$ cat config.mk
export PLATFORM = sky130hd
export DESIGN_NAME = cfg_dma_engine
export DESIGN_NICKNAME = d
export VERILOG_FILES = /design/src/rtl/cfg_dma_pkg.sv /design/src/rtl/cfg_dma_opdec.sv /design/src/rtl/cfg_dma_doorbell.sv /design/src/rtl/cfg_dma_seq.sv /design/src/rtl/cfg_dma_engine.sv
export SDC_FILE = /design/constraint.sdc
export NUM_CORES = 2
export LEC_CHECK = 0
export ABC_AREA = 0
export CAP_MARGIN = 30
export CORE_MARGIN = 2
export CORE_UTILIZATION = 55
export DETAILED_ROUTE_END_ITERATION = 10
export DONT_BUFFER_PORTS = 1
export PLACE_DENSITY = 0.7
export SLEW_MARGIN = 20
export SYNTH_ARGS = -nofsm -noshare
export SYNTH_HDL_FRONTEND = slang
export SYNTH_SLANG_ARGS = --single-unit
$ cat constraint.sdc
create_clock -name clk -period 12 [get_ports clk]
set_clock_uncertainty 0.1 [all_clocks]
set_input_delay 0.6 -clock clk [delete_from_list [all_inputs] [get_ports clk]]
set_output_delay 0.6 -clock clk [all_outputs]
set_load 0.03 [all_outputs]
$ cat src/rtl/cfg_dma_pkg.sv
package cfg_dma_pkg;
  localparam int LEN_W      = 32;
  localparam int KEY_W      = 16;
  localparam int DESC_BYTES = 16;
  localparam int STAT_BYTES = 4;
  localparam int CNT_W      = $clog2(DESC_BYTES);
  localparam int DESC_W     = DESC_BYTES * 8;

  localparam logic [63:0] SIGNATURE = 64'h51454D5520434647;

  typedef enum logic [1:0] {OP_NONE, OP_READ, OP_WRITE, OP_SKIP} op_t;

  typedef enum logic [2:0] {
    ST_IDLE, ST_FETCH, ST_SELECT, ST_SETTLE, ST_PLAN, ST_MOVE, ST_STATUS
  } st_t;
endpackage

$ cat src/rtl/cfg_dma_opdec.sv
module cfg_dma_opdec
  import cfg_dma_pkg::*;
(
  input  logic [3:0] ctl_bits,  // control bits 4:1
  output op_t        op,
  output logic       do_sel
);
  // ctl_bits[0]=read, [1]=skip, [2]=select, [3]=write
  always_comb begin
    do_sel = ctl_bits[2];
    if (ctl_bits[0])      op = OP_READ;
    else if (ctl_bits[3]) op = OP_WRITE;
    else if (ctl_bits[1]) op = OP_SKIP;
    else                  op = OP_NONE;
  end
endmodule

$ cat src/rtl/cfg_dma_doorbell.sv
module cfg_dma_doorbell
  import cfg_dma_pkg::*;
(
  input  logic        clk,
  input  logic        rst,
  input  logic        busy,
  input  logic        reg_wr,
  input  logic        reg_rd,
  input  logic [2:0]  reg_addr,
  input  logic [3:0]  reg_size,
  input  logic [63:0] reg_wdata,
  output logic [63:0] reg_rdata,
  output logic        start,
  output logic [63:0] start_addr
);
  logic [63:0] ptr_q;
  logic [3:0]  end_b;
  logic        rd_ok;
  logic [6:0]  shamt;
  logic [63:0] sig_sh;
  logic [63:0] rd_val;
  logic        accept;

  assign accept = reg_wr && !busy && !start;

  always_comb begin
    end_b  = {1'b0, reg_addr} + reg_size;
    rd_ok  = (reg_size == 4'd1 || reg_size == 4'd2 || reg_size == 4'd4 ||
              reg_size == 4'd8) && (end_b <= 4'd8);
    shamt  = {(4'd8 - end_b), 3'b000};
    sig_sh = SIGNATURE >> shamt;
    rd_val = '0;
    for (int b = 0; b < 8; b++) begin
      if (4'(b) < reg_size) rd_val[b*8 +: 8] = sig_sh[b*8 +: 8];
    end
    if (!rd_ok) rd_val = '0;
  end

  always_ff @(posedge clk) begin
    if (rst) begin
      ptr_q      <= '0;
      start      <= 1'b0;
      start_addr <= '0;
      reg_rdata  <= '0;
    end else begin
      start <= 1'b0;
      if (reg_rd) reg_rdata <= rd_val;
      if (accept) begin
        if (reg_size == 4'd4 && reg_addr == 3'd0) begin
          ptr_q <= {reg_wdata[31:0], 32'h0};
        end else if (reg_size == 4'd4 && reg_addr == 3'd4) begin
          start      <= 1'b1;
          start_addr <= ptr_q | {32'h0, reg_wdata[31:0]};
          ptr_q      <= '0;
        end else if (reg_size == 4'd8 && reg_addr == 3'd0) begin
          start      <= 1'b1;
          start_addr <= reg_wdata;
          ptr_q      <= '0;
        end
      end
    end
  end
endmodule

$ cat src/rtl/cfg_dma_seq.sv
module cfg_dma_seq
  import cfg_dma_pkg::*;
#(
  parameter int ADDR_W = 64
) (
  input  logic              clk,
  input  logic              rst,
  input  logic              start,
  input  logic [63:0]       start_addr,
  output logic              busy,
  output logic              mem_req,
  output logic              mem_we,
  output logic [ADDR_W-1:0] mem_addr,
  output logic [7:0]        mem_wdata,
  input  logic [7:0]        mem_rdata,
  input  logic              mem_ack,
  input  logic              mem_err,
  output logic              sel_req,
  output logic [KEY_W-1:0]  sel_key,
  input  logic              cur_valid,
  input  logic [LEN_W-1:0]  cur_len,
  input  logic              cur_writable,
  input  logic [LEN_W-1:0]  cur_offset,
  input  logic [7:0]        cur_rdata,
  output logic              item_we,
  output logic [7:0]        item_wdata,
  output logic              off_inc,
  output logic [LEN_W-1:0]  off_amt,
  output logic [3:0]        ctl_bits,
  input  op_t               op,
  input  logic              do_sel
);
  st_t               st;
  logic [63:0]       base;
  logic [CNT_W-1:0]  cnt;
  logic [DESC_W-1:0] desc;
  logic [LEN_W-1:0]  rem;
  logic [63:0]       ptr;
  logic              err;
  logic              gap;
  op_t               op_q;
  logic [LEN_W-1:0]  avail;
  logic [LEN_W-1:0]  skip_amt;

  assign ctl_bits = desc[DESC_W-32+4 : DESC_W-32+1];

  always_comb begin
    avail    = (cur_valid && cur_offset < cur_len) ? cur_len - cur_offset : '0;
    skip_amt = (rem < avail) ? rem : avail;
  end

  always_ff @(posedge clk) begin
    if (rst) begin
      st <= ST_IDLE; busy <= 1'b0; base <= '0; cnt <= '0; desc <= '0;
      rem <= '0; ptr <= '0; err <= 1'b0; gap <= 1'b0; op_q <= OP_NONE;
      mem_req <= 1'b0; mem_we <= 1'b0; mem_addr <= '0; mem_wdata <= '0;
      sel_req <= 1'b0; sel_key <= '0; item_we <= 1'b0; item_wdata <= '0;
      off_inc <= 1'b0; off_amt <= '0;
    end else begin
      off_inc <= 1'b0;
      item_we <= 1'b0;
      case (st)
        ST_IDLE: if (start) begin
          base <= start_addr; busy <= 1'b1; cnt <= '0; err <= 1'b0;
          st   <= ST_FETCH;
        end
        ST_FETCH: begin
          if (!mem_req) begin
            mem_req  <= 1'b1;
            mem_we   <= 1'b0;
            mem_addr <= ADDR_W'(base + 64'(cnt));
          end else if (mem_ack) begin
            mem_req <= 1'b0;
            if (mem_err) begin
              err <= 1'b1; cnt <= '0; st <= ST_STATUS;
            end else begin
              desc <= {desc[DESC_W-9:0], mem_rdata};
              cnt  <= cnt + 1'b1;
              if (cnt == CNT_W'(DESC_BYTES - 1)) st <= ST_SELECT;
            end
          end
        end
        ST_SELECT: begin
          rem  <= desc[DESC_W-33 -: LEN_W];
          ptr  <= desc[63:0];
          op_q <= op;
          if (do_sel) begin
            sel_req <= 1'b1;
            sel_key <= desc[DESC_W-1 -: KEY_W];
          end
          st <= ST_SETTLE;
        end
        ST_SETTLE: begin
          sel_req <= 1'b0;
          st      <= ST_PLAN;
        end
        ST_PLAN: begin
          gap <= 1'b0;
          case (op_q)
            OP_SKIP: begin
              off_inc <= 1'b1; off_amt <= skip_amt; st <= ST_STATUS;
            end
            OP_WRITE: begin
              if (rem == '0) st <= ST_STATUS;
              else if (!cur_valid || !cur_writable || avail < rem) begin
                err <= 1'b1; st <= ST_STATUS;
              end else st <= ST_MOVE;
            end
            OP_READ: st <= ST_MOVE;
            default: st <= ST_STATUS;
          endcase
        end
        ST_MOVE: begin
          if (!mem_req) begin
            if (gap) gap <= 1'b0;
            else if (rem == '0) st <= ST_STATUS;
            else begin
              mem_req   <= 1'b1;
              mem_addr  <= ADDR_W'(ptr);
              mem_we    <= (op_q == OP_READ);
              mem_wdata <= (avail != '0) ? cur_rdata : 8'h00;
            end
          end else if (mem_ack) begin
            mem_req <= 1'b0;
            gap     <= 1'b1;
            if (mem_err) begin
              err <= 1'b1; st <= ST_STATUS;
            end else begin
              ptr <= ptr + 64'd1;
              rem <= rem - 1'b1;
              if (op_q == OP_READ) begin
                if (avail != '0) begin off_inc <= 1'b1; off_amt <= LEN_W'(1); end
              end else begin
                item_we <= 1'b1; item_wdata <= mem_rdata;
                off_inc <= 1'b1; off_amt <= LEN_W'(1);
              end
            end
          end
        end
        ST_STATUS: begin
          if (!mem_req) begin
            mem_req   <= 1'b1;
            mem_we    <= 1'b1;
            mem_addr  <= ADDR_W'(base + 64'(cnt));
            mem_wdata <= (cnt == CNT_W'(STAT_BYTES - 1)) ? {7'b0, err} : 8'h00;
          end else if (mem_ack) begin
            mem_req <= 1'b0;
            cnt     <= cnt + 1'b1;
            if (cnt == CNT_W'(STAT_BYTES - 1)) begin
              busy <= 1'b0; st <= ST_IDLE;
            end
          end
        end
        default: st <= ST_IDLE;
      endcase
    end
  end
endmodule

$ cat src/rtl/cfg_dma_engine.sv
module cfg_dma_engine
  import cfg_dma_pkg::*;
#(
  parameter int ADDR_W = 64
) (
  input  logic              clk,
  input  logic              rst,
  input  logic              reg_wr,
  input  logic              reg_rd,
  input  logic [2:0]        reg_addr,
  input  logic [3:0]        reg_size,
  input  logic [63:0]       reg_wdata,
  output logic [63:0]       reg_rdata,
  output logic              busy,
  output logic              mem_req,
  output logic              mem_we,
  output logic [ADDR_W-1:0] mem_addr,
  output logic [7:0]        mem_wdata,
  input  logic [7:0]        mem_rdata,
  input  logic              mem_ack,
  input  logic              mem_err,
  output logic              sel_req,
  output logic [15:0]       sel_key,
  input  logic              cur_valid,
  input  logic [31:0]       cur_len,
  input  logic              cur_writable,
  input  logic [31:0]       cur_offset,
  input  logic [7:0]        cur_rdata,
  output logic              item_we,
  output logic [7:0]        item_wdata,
  output logic              off_inc,
  output logic [31:0]       off_amt
);
  logic        start;
  logic [63:0] start_addr;
  logic [3:0]  ctl_bits;
  op_t         op;
  logic        do_sel;

  cfg_dma_doorbell u_doorbell (
    .clk, .rst, .busy, .reg_wr, .reg_rd, .reg_addr, .reg_size, .reg_wdata,
    .reg_rdata, .start, .start_addr
  );

  cfg_dma_opdec u_opdec (.ctl_bits, .op, .do_sel);

  cfg_dma_seq #(.ADDR_W(ADDR_W)) u_seq (
    .clk, .rst, .start, .start_addr, .busy,
    .mem_req, .mem_we, .mem_addr, .mem_wdata, .mem_rdata, .mem_ack, .mem_err,
    .sel_req, .sel_key, .cur_valid, .cur_len, .cur_writable, .cur_offset,
    .cur_rdata, .item_we, .item_wdata, .off_inc, .off_amt,
    .ctl_bits, .op, .do_sel
  );
endmodule

==> results_dict.tcl <==
set metrics [dict create \
    place_congestion 0.9748 \
    fp.dieH_um 234.1 \
    antenna_found_initial 1 \
    drv_slew 0 \
    path_max_fanout 34 \
    drt_iter0_markers 2693 \
    cts_buffers 59 \
    switchingPower_mw 1.246 \
    grt_max_degree 462 \
    max-cap-violations 0 \
    viasPerCell 5.992 \
    grt_pass1_vias 23550 \
    hpwl_mm 58.42 \
    grt.total_usage_pct 29.85 \
    swShare_pct 28.21 \
    cp.arrival_ns 5.67 \
    rsz0062_at_grt "no" \
    r2r-start "u_seq.st[2]" \
    postRouteAntennaNets 0 \
    synth-edff-count 0 \
    hold_depth 2 \
    hold_end "u_doorbell.ptr_q[49]" \
    drc_errors 0 \
    overflow 0 \
    ys_ff_latch 567 \
    clk_pin_slew_ns 0.06 \
    ys_types 94 \
    hold_path_class "in2reg" \
    routedWlPerCell_um 19.19 \
    root_buffer "clkbuf_16" \
    seqPwrFrac_pct 44.1 \
    final.setup.tns_ns 0 \
    syn_area_per_cell_um2 7.608 \
    p_int_mw 3.171 \
    area_growth_pct 8.510 \
    floorplan.initialDensity_pct 55.50 \
    htree_levels 2 \
    synth_ff_type "dfxtp_1" \
    routed_wl_mm 85.08 \
    cts_sinks 567 \
    status "finished, final reports clean" \
    final_hold_viol_count 0 \
    slew_headroom_pct 28.32 \
    worst_slew_pin_slew_ns 1.075 \
    clk_latency_ns 0.65 \
    cp-start-kind "input port" \
    hold_start "reg_wdata[17]" \
    critical_path_class "in2reg" \
    post-route-period-util_pct 44.20 \
    layout_min_cycle_time_ns 5.304 \
    synth_warnings 0 \
    io_pins 357 \
    cts_setup_buffers 0 \
    reg2reg_depth 10 \
    synth_top_area_cell "dfxtp_1" \
    port_buffers 0 \
    fin_nets 3950 \
    dieArea_mm2 0.05478 \
    netlist_area_mm2 0.02911 \
    cts_tree "yes" \
    syn_inst 3826 \
    rrSetupSlack_ns 7.48 \
    num_vias 26570 \
    clockBufferDepth 3 \
    power_leakage_nw 10.95 \
    cp-end-kind "register" \
    drive_above_1_share_pct 5.421 \
    drt_pre_antenna_iters 8 \
    final-setup-viol-count 0 \
    die_w_um 234.1 \
    clock.fmax_ghz 0.1885 \
    worst_slack_ns 6.696 \
    place_ws_ns 6.181 \
    ir_drop_uv 97.78 \
    worstPathRequired_ns 12.37 \
    grt_pass1_wl_mm 132.2 \
    core_area_mm2 0.05245 \
    synth_top_area_share_pct 38.99 \
    placementRows 84 \
    yosysMostFrequentCell "nand2_1" \
    ys_seq_area_share_pct 38.99 \
    clkPwrFrac_pct 42.2 \
    p_comb_share_pct 13.7 \
    yosys-top-cells-count "nand2_1, dfxtp_1, a21oi_1" \
    power_density_mw_per_mm2 139.8 \
    r2r_end "u_seq.ptr[13]" \
    async_flop_share_pct 0 \
    ys_top_cells_by_area "dfxtp_1, nand2_1, a21oi_1, nor2_1, ha_1" \
]
[state kept, by name (all words and copies together) (netlist names), 2 cells and up]
register	cells
u_doorbell.reg_rdata	37
u_doorbell.start_addr	64
u_seq.mem_addr	64
u_seq.rem	32
u_seq.item_wdata	8
u_doorbell.ptr_q	32
u_seq.base	64
u_seq.off_amt	32
u_seq.ptr	64
u_seq.op_q	2
u_seq.st	3
u_seq.desc	128
u_seq.mem_wdata	8
u_seq.sel_key	16
u_seq.cnt	4
[cells in the final DEF (no fill, tap or decap), types with 13 or more instances in the layout]
cell / n
a211oi_1: 85
a21o_1: 23
a21oi_1: 481
a22oi_1: 75
and2_1: 15
and3_1: 35
buf_4: 26
clkbuf_16: 59
clkinv_2: 14
conb_1: 20
dfxtp_1: 567
dlygate4sd3_1: 49
ha_1: 86
inv_1: 93
mux2_2: 34
mux2i_1: 76
nand2_1: 795
nand2b_1: 44
nand3_1: 104
nand4_1: 54
nor2_1: 353
nor2b_1: 25
nor3_1: 76
nor4_1: 20
o211ai_1: 43
o21a_1: 14
o21ai_0: 152
o22ai_1: 13
o31ai_1: 15
xnor2_1: 37
xor2_1: 40
[cells by family (layout without fill, tap and decap cells)]
family / after synthesis / count (layout) / share of synthesized area (%)
xor gates and xnor gates: 78 / 78 / 2.373
and+or+nand+nor: 1600 / 1600 / 24.35
AOI/OAI and AO/OA: 1005 / 1005 / 20.94
adders and majority gates: 89 / 89 / 3.903
other: 1 / 21 / 0.01288
muxes: 110 / 110 / 3.929
DFF: 567 / 567 / 38.99
buffers and inverters: 376 / 276 / 5.493
[stage by stage]
| stage | hold WS, ns | area [um2] | cells | power (mW) | utilization (%) |
|---|---|---|---|---|---|
| detailed placement | 0.3427 | 29090 | 4278 | 2.559 | 55.46 |
| finish | 0.03226 | 31590 | 4434 | 4.417 | 60.23 |
| floorplan | 0.3321 | 29180 | 3845 | 2.438 | - |
| CTS | 0.0001427 | 31560 | 4432 | 4.432 | 60.17 |
| global placement | 0.3391 | 29070 | 4277 | 2.560 | 55.43 |
| global route | 0.01648 | 31590 | 4434 | 4.569 | 60.23 |
[cell type report]
type                       instances  area, um2
fill                            4854      20860
multi-input combinational       2902      16310
sequential                       567      11350
clock buffer                      78       1648
tap                              688      860.8
timing repair buffer              78      748.2
inverter                          94      352.8
clock inverter                    26      310.3
antenna                            1      2.502
[worst max path at each step]
| stage | from | to | slack (ns) | cells after the start |
|---|---|---|---|---|
| 6_report | cur_len[0] | u_seq.off_amt[21] | 6.70 | 23 |
| 3_3_place_gp | cur_len[0] | u_seq.off_amt[12] | 6.28 | 24 |
| 3_5_place_dp | cur_len[0] | u_seq.off_amt[5] | 6.18 | 24 |
| 2_1_floorplan | cur_len[0] | u_seq.off_amt[10] | 6.76 | 24 |
| 5_1_grt | cur_len[0] | u_seq.off_amt[18] | 6.34 | 23 |
| 4_1_cts | cur_len[0] | u_seq.off_amt[21] | 6.78 | 24 |
[routing by layer]
metal	track usage [%]	vias up	part of all wire, %
met1	41.85	12480	44
met2	46.90	889	46
met3	4.779	147	7.3
met5	0	-	0
li1	-	13050	-
met4	9.573	0	2.8
[power by group through the flow]
stage / sequential, mW / clock [mW] / combinational, mW
floorplan: 1.97 / 0 / 0.466
global route: 1.95 / 1.96 / 0.658
global placement: 1.99 / 0 / 0.572
finish: 1.95 / 1.86 / 0.607
detailed placement: 1.99 / 0 / 0.571
CTS: 1.95 / 1.89 / 0.595
[worst max-delay path, cell delays in order]
cell and delay [ns]:
inv_1 0.03, ha_1 0.15, inv_1 0.05, fa_1 0.42, nand3_1 0.13, a21oi_1 0.17
or2_2 0.35, a221oi_1 0.38, o21ai_0 0.16, o21ai_2 0.12, buf_4 0.36, nor3_1 0.14
ha_1 0.31, nand4_1 0.12, nor2_1 0.18, nand3_1 0.13, a21oi_1 0.18, o21ai_0 0.21
a21oi_2 0.54, buf_4 0.42, mux2_2 0.38, nand2_1 0.07, mux2i_1 0.07
[repair_timing]
item	4_1_cts	5_1_grt
hold endpoints to repair	67	0
hold buffers	50	0
resized for setup	0	0
setup endpoints to repair	0	0
(Power assumes the default switching activity.)
